$ cat config.mk
export PLATFORM = sky130hd
export DESIGN_NAME = addr_type_analyzer
export DESIGN_NICKNAME = d
export VERILOG_FILES = /design/src/rtl/ata_pkg.sv /design/src/rtl/ata_opdecode.sv /design/src/rtl/ata_disp_scale.sv /design/src/rtl/addr_type_analyzer.sv
export SDC_FILE = /design/constraint.sdc
export NUM_CORES = 1
export LEC_CHECK = 0
export ABC_AREA = 0
export ABC_CLOCK_PERIOD_IN_PS = 5100
export BUFFER_PORTS_ARGS = -buffer_cell sky130_fd_sc_hd__buf_2
export CORE_ASPECT_RATIO = 0.9
export CORE_MARGIN = 2
export CORE_UTILIZATION = 52
export DETAILED_ROUTE_END_ITERATION = 7
export GPL_TIMING_DRIVEN = 0
export PLACE_DENSITY = 0.91
export SLEW_MARGIN = 25
export SYNTH_ARGS = -nofsm -noshare
export SYNTH_HDL_FRONTEND = slang
export SYNTH_SLANG_ARGS = --single-unit
export TNS_END_PERCENT = 100
$ cat constraint.sdc
create_clock -name clk -period 5.1 [get_ports clk]
set_input_delay 1.275 -clock clk [delete_from_list [all_inputs] [get_ports clk]]
set_output_delay 1.275 -clock clk [all_outputs]
set_load 0.02 [all_outputs]
$ cat src/rtl/ata_pkg.sv
package ata_pkg;

   typedef enum logic [2:0] {
      AT_BYTE = 3'b000,
      AT_IMMB = 3'b001,
      AT_HALF = 3'b010,
      AT_WORD = 3'b100,
      AT_IMMW = 3'b101,
      AT_DBL  = 3'b110
   } atype_e;

   typedef enum logic [2:0] {
      S_IDLE,
      S_FETCH,
      S_DECODE,
      S_PTR,
      S_WRITE,
      S_DONE,
      S_TRAP
   } ata_state_e;

endpackage

$ cat src/rtl/ata_opdecode.sv
module ata_opdecode
   import ata_pkg::*;
#(
   parameter int OPW = 7
) (
   input  logic [OPW-1:0] opcode,
   output atype_e         atype,
   output logic           immediate
);

   generate
      if (OPW != 7) begin : g_bad_opw
         $error("ata_opdecode: opcode field must be 7 bits");
      end
   endgenerate

   always_comb begin
      unique case (opcode[6:5])
         2'b11: atype = AT_BYTE;
         2'b10: atype = AT_HALF;
         2'b01: atype = (opcode[4:2] == 3'b000) ? AT_IMMW : AT_WORD;
         default: begin
            if (opcode[4])                    atype = AT_DBL;
            else if (opcode[3:2] == 2'b00)    atype = AT_IMMB;
            else                              atype = AT_WORD;
         end
      endcase
   end

   assign immediate = (atype == AT_IMMB) || (atype == AT_IMMW);

endmodule

$ cat src/rtl/ata_disp_scale.sv
module ata_disp_scale
   import ata_pkg::*;
#(
   parameter int AW = 17,
   parameter int DW = 32
) (
   input  logic [AW-1:0] ea,
   input  atype_e        atype,
   output logic [DW-1:0] disp
);

   localparam int PADW = DW - AW;

   generate
      if (PADW < 2) begin : g_bad_width
         $error("ata_disp_scale: data width must exceed address width by 2");
      end
   endgenerate

   logic [DW-1:0] wide;
   assign wide = {{PADW{1'b0}}, ea};

   always_comb begin
      unique case (atype)
         AT_BYTE: disp = wide << 2;
         AT_HALF: disp = wide << 1;
         AT_DBL:  disp = wide >> 1;
         default: disp = wide;
      endcase
   end

endmodule

$ cat src/rtl/addr_type_analyzer.sv
module addr_type_analyzer
   import ata_pkg::*;
#(
   parameter int DW  = 32,
   parameter int AW  = 17,
   parameter int XW  = 3,
   parameter int RW  = 4,
   parameter int OPW = 7
) (
   input  logic          clk,
   input  logic          rst_n,
   input  logic          start,
   input  logic [AW-1:0] ref_addr,
   output logic          busy,
   output logic          mem_req,
   output logic [AW-1:0] mem_addr,
   input  logic          mem_rvalid,
   input  logic          mem_err,
   input  logic [DW-1:0] mem_rdata,
   output logic [XW-1:0] idx_sel,
   input  logic [DW-1:0] idx_data,
   output logic          rd_we,
   output logic [RW-1:0] rd_idx,
   output logic [DW-1:0] rd_data,
   output logic [3:0]    cc,
   output logic          done,
   output logic          trap
);

   localparam int X_LO   = AW;
   localparam int R_LO   = AW + XW;
   localparam int OP_LO  = AW + XW + RW;
   localparam int IND_B  = OP_LO + OPW;
   localparam int LAYOUT = IND_B + 1;

   generate
      if (LAYOUT != DW) begin : g_bad_layout
         $error("addr_type_analyzer: instruction fields do not fill the word");
      end
   endgenerate

   ata_state_e    state_q;
   logic [DW-1:0] instr_q;
   logic [AW-1:0] ref_q;
   logic [AW-1:0] base_q;
   logic [3:0]    cc_q;

   logic [OPW-1:0] f_op;
   logic [XW-1:0]  f_x;
   logic [AW-1:0]  f_addr;
   logic           f_ind;
   atype_e         atype;
   logic           is_imm;
   logic [AW-1:0]  idx_term;
   logic [AW-1:0]  ea_sum;

   assign f_op   = instr_q[OP_LO +: OPW];
   assign f_x    = instr_q[X_LO +: XW];
   assign f_addr = instr_q[AW-1:0];
   assign f_ind  = instr_q[IND_B];

   ata_opdecode #(.OPW(OPW)) u_dec (
      .opcode    (f_op),
      .atype     (atype),
      .immediate (is_imm)
   );

   assign idx_term = (f_x != '0) ? idx_data[AW-1:0] : '0;
   assign ea_sum   = base_q + idx_term;

   ata_disp_scale #(.AW(AW), .DW(DW)) u_scale (
      .ea    (ea_sum),
      .atype (atype),
      .disp  (rd_data)
   );

   always_ff @(posedge clk) begin
      if (!rst_n) begin
         state_q <= S_IDLE;
         instr_q <= '0;
         ref_q   <= '0;
         base_q  <= '0;
         cc_q    <= '0;
      end else begin
         unique case (state_q)
            S_IDLE: begin
               if (start) begin
                  ref_q   <= ref_addr;
                  state_q <= S_FETCH;
               end
            end
            S_FETCH: begin
               if (mem_rvalid) begin
                  if (mem_err) begin
                     state_q <= S_TRAP;
                  end else begin
                     instr_q <= mem_rdata;
                     state_q <= S_DECODE;
                  end
               end
            end
            S_DECODE: begin
               if (is_imm) begin
                  cc_q    <= {atype, f_ind};
                  state_q <= S_DONE;
               end else if (f_ind) begin
                  state_q <= S_PTR;
               end else begin
                  base_q  <= f_addr;
                  state_q <= S_WRITE;
               end
            end
            S_PTR: begin
               if (mem_rvalid) begin
                  if (mem_err) begin
                     state_q <= S_TRAP;
                  end else begin
                     base_q  <= mem_rdata[AW-1:0];
                     state_q <= S_WRITE;
                  end
               end
            end
            S_WRITE: begin
               cc_q    <= {atype, f_ind};
               state_q <= S_DONE;
            end
            default: state_q <= S_IDLE;
         endcase
      end
   end

   assign busy     = (state_q != S_IDLE);
   assign mem_req  = (state_q == S_FETCH) || (state_q == S_PTR);
   assign mem_addr = (state_q == S_FETCH) ? ref_q : f_addr;
   assign idx_sel  = f_x;
   assign rd_we    = (state_q == S_WRITE);
   assign rd_idx   = instr_q[R_LO +: RW];
   assign done     = (state_q == S_DONE);
   assign trap     = (state_q == S_TRAP);
   assign cc       = cc_q;

endmodule

==> flow_summary.ini <==
[power]
internal_power_w = 0.00128
p_comb_share_pct = 39.8
p_leak_nw = 2.96
clock_power_share_pct = 27.9
switching_share_pct = 37.6
p_switching_w = 0.000770
seq_power_share_pct = 32.3
ir_worst_vdd_mv = 0.210
powerDensity_nw_per_um2 = 345

[synth]
synth_xor_xnor_area_share_pct = 3.51
synth_commonest_cells = 132 x nand2_1, 71 x dfxtp_1, 30 x a21oi_1, 30 x nor2_1, 29 x a21boi_1
synthTopCellsByArea = dfxtp_1 29%, nand2_1 10%, mux2i_1 5.2%, a21boi_1 4.5%, ha_1 4.1%
synth_top_area_cell = dfxtp_1
synth_most_common_cell = nand2_1
async_reset_ff_share_pct = 0
yosysWarnings = 0
synth_cells = 599
synth_fa_ha_area_share_pct = 4.54
yosysUniqueCellTypes = 67
synth.avg_cell_area_sq_um = 8.09
synth_edf_count = 0
netlist_area_sq_um = 4850
synth-simple-area-share_pct = 21.8
ys_ff_latch = 71
synth_compound_area_share_pct = 24.4
synthMuxAreaShare_pct = 9.11
yosysTopAreaCellShare_pct = 29.3
synth-seq-area-share_pct = 29.3
synth_top_flop_cell = dfxtp_1
synth_top_family_by_area = compound AO/OA/AOI/OAI gates

[layout]
final_util_pct = 65.3
layout.nets = 845
drive_above_1_share_pct = 29.6
fin_area_sq_um = 5930
diodes = 0
area_growth_syn_to_layout_pct = 22.4

[floorplanning]
die_x_um = 106
coreArea_sq_um = 9080
start_util_pct = 53.4
fp.dieArea_sq_um = 10100
rows = 33
die_h_um = 95.6
ios = 151

[run_status]
status = finished clean

[timing]
relSlewSlack_pct = 55.5
min_period_ns = 4.89
hold_viol = 0
tns_ns = 0
rsz0062_at_grt = no
finalClockSkew_ns = 0.0107
finalSetupViolations = 0
max_clock_freq_ghz = 0.205
tightest_slew_ns = 0.665
fin_crit_sh_pct = 95.8
slew_violations = 0

[clocking]
cts_tree = built
post_cts_buffers = 0
htree_levels = 3
clockBufferDepth = 2
clk_pin_slew_ns = 0.08
cts_hold_buf = 0
clk_latency_ns = 0.34
root_buffer = clkbuf_8
cts_buffers = 9
cts.sinks = 71

[route]
drc = 0
detail_route.iter0.violations = 320
wl_per_cell_um = 14.7
post_drt_via_cell_ratio = 5.47
first_pass_iters = 6
finalWirelength_um = 12800
vias = 4757
antenna_left = 0

[hold_path]
hp-class = flip-flop to flip-flop

[placed_design]
dpl-instance-area_sq_um = 5650
routabilityCongestion = 1.00
io_buffers = 120
dp_hpwl_um = 9950

[run]
drv_cap = 0

[critical_path]
critPathArrivalTime_ns = 3.61
cp-start-kind = input pin
critPathCaptureType = primary output
cp_data_required_time_ns = 3.83
setup.worst_path.class = input pin to primary output
crit_fanout = 4

[grt]
grt_pass1_wl_um = 20700
grt_pass1_vias = 4571
antenna_found_initial = 0
grt_use_total_pct = 25.3
grt_max_degree = 13
overflow = 0
stage by stage:
stage | total power (W) | setup WS [ns] | hold WS, ns | std cells
after floorplan | 0.00125 | 0.310 | 0.432 | 611
final | 0.00205 | 0.212 | 0.457 | 869
after global routing | 0.00216 | 0.0230 | 0.479 | 869
after detailed placement | 0.00147 | 0.153 | 0.450 | 853
after global placement | 0.00145 | 0.218 | 0.442 | 853
after CTS | 0.00204 | 0.135 | 0.460 | 869
path summary, 6_finish.rpt:
check | start | to | cells after the start | slack, ns
max | idx_data[0] | rd_data[15] | 13 | 0.21
min | ref_q[14] | ref_q[14] | 2 | 0.46
max reg2reg | instr_q[30] | base_q[2] | 6 | 3.13
min reg2reg | ref_q[14] | ref_q[14] | 2 | 0.46
cell families after synthesis:
logic type                 Yosys count
AOI/OAI and AO/OA                  162
xor gates and xnor gates            16
adders and majority gates           17
buffers and inverters               64
DFF                                 71
muxes                               42
other                                1
and+or+nand+nor                    226
cell type report:
type / instances / area (sq um)
well taps: 122 / 153
clock inverters: 5 / 104
flip-flops and latches: 71 / 1420
repair buffers: 120 / 601
multi-input cells: 476 / 3150
plain buffers: 55 / 318
clock buffers: 11 / 151
inverters: 9 / 33.8
fillers: 764 / 3150
sequential cells by signal, summed over array words and instances, names as in the netlist:
| register | count |
|---|---|
| ref_q | 17 |
| state_q | 3 |
| base_q | 17 |
| instr_q | 30 |
| cc | 4 |
placed cells by master (no fill, tap or decap), drive strengths merged, types with 7 or more instances in the layout:
master,n
buf,158
nand2,133
dfxtp,71
a21boi,47
a21oi,32
nor2,30
clkbuf,28
mux2i,25
o21ai,24
nor2b,21
mux2,17
o211a,17
ha,16
conb,13
xnor2,10
inv,8
nand2b,8
nor3,8
a211oi,7
power groups by stage:
stage               clock, W  combinational (W)  sequential, W
floorplan                  0           0.000584       0.000666
global placement           0           0.000778       0.000668
detailed placement         0           0.000802       0.000673
CTS                 0.000573           0.000807       0.000660
global route        0.000596           0.000891       0.000669
finish              0.000571           0.000814       0.000661
what timing repair did:
action | in CTS | in global routing
resized for setup | 0 | 6
hold endpoints to repair | 0 | 0
setup endpoints to repair | 0 | 8
metal layers:
metal / wire length (um) / global-route usage (%) / vias up
met3: 767 / 4.58 / 21
met1: 5640 / 31.5 / 2218
met4: 182 / 5.70 / 0
met2: 6170 / 45.8 / 185
li1: - / - / 2333
met5: 0 / 0 / -
worst max-delay path, cell delays in order:
cell and delay (ns):
buf_2 0.09, nor2b_1 0.15, ha_1 0.18, inv_1 0.05, fa_1 0.39, nand2b_1 0.21
a21oi_4 0.19, o21ai_2 0.09, and2b_4 0.19, a311oi_4 0.30, a22o_1 0.20, a2bb2oi_2 0.12
buf_2 0.17
No activity file was read; power rests on OpenSTA's default activity.
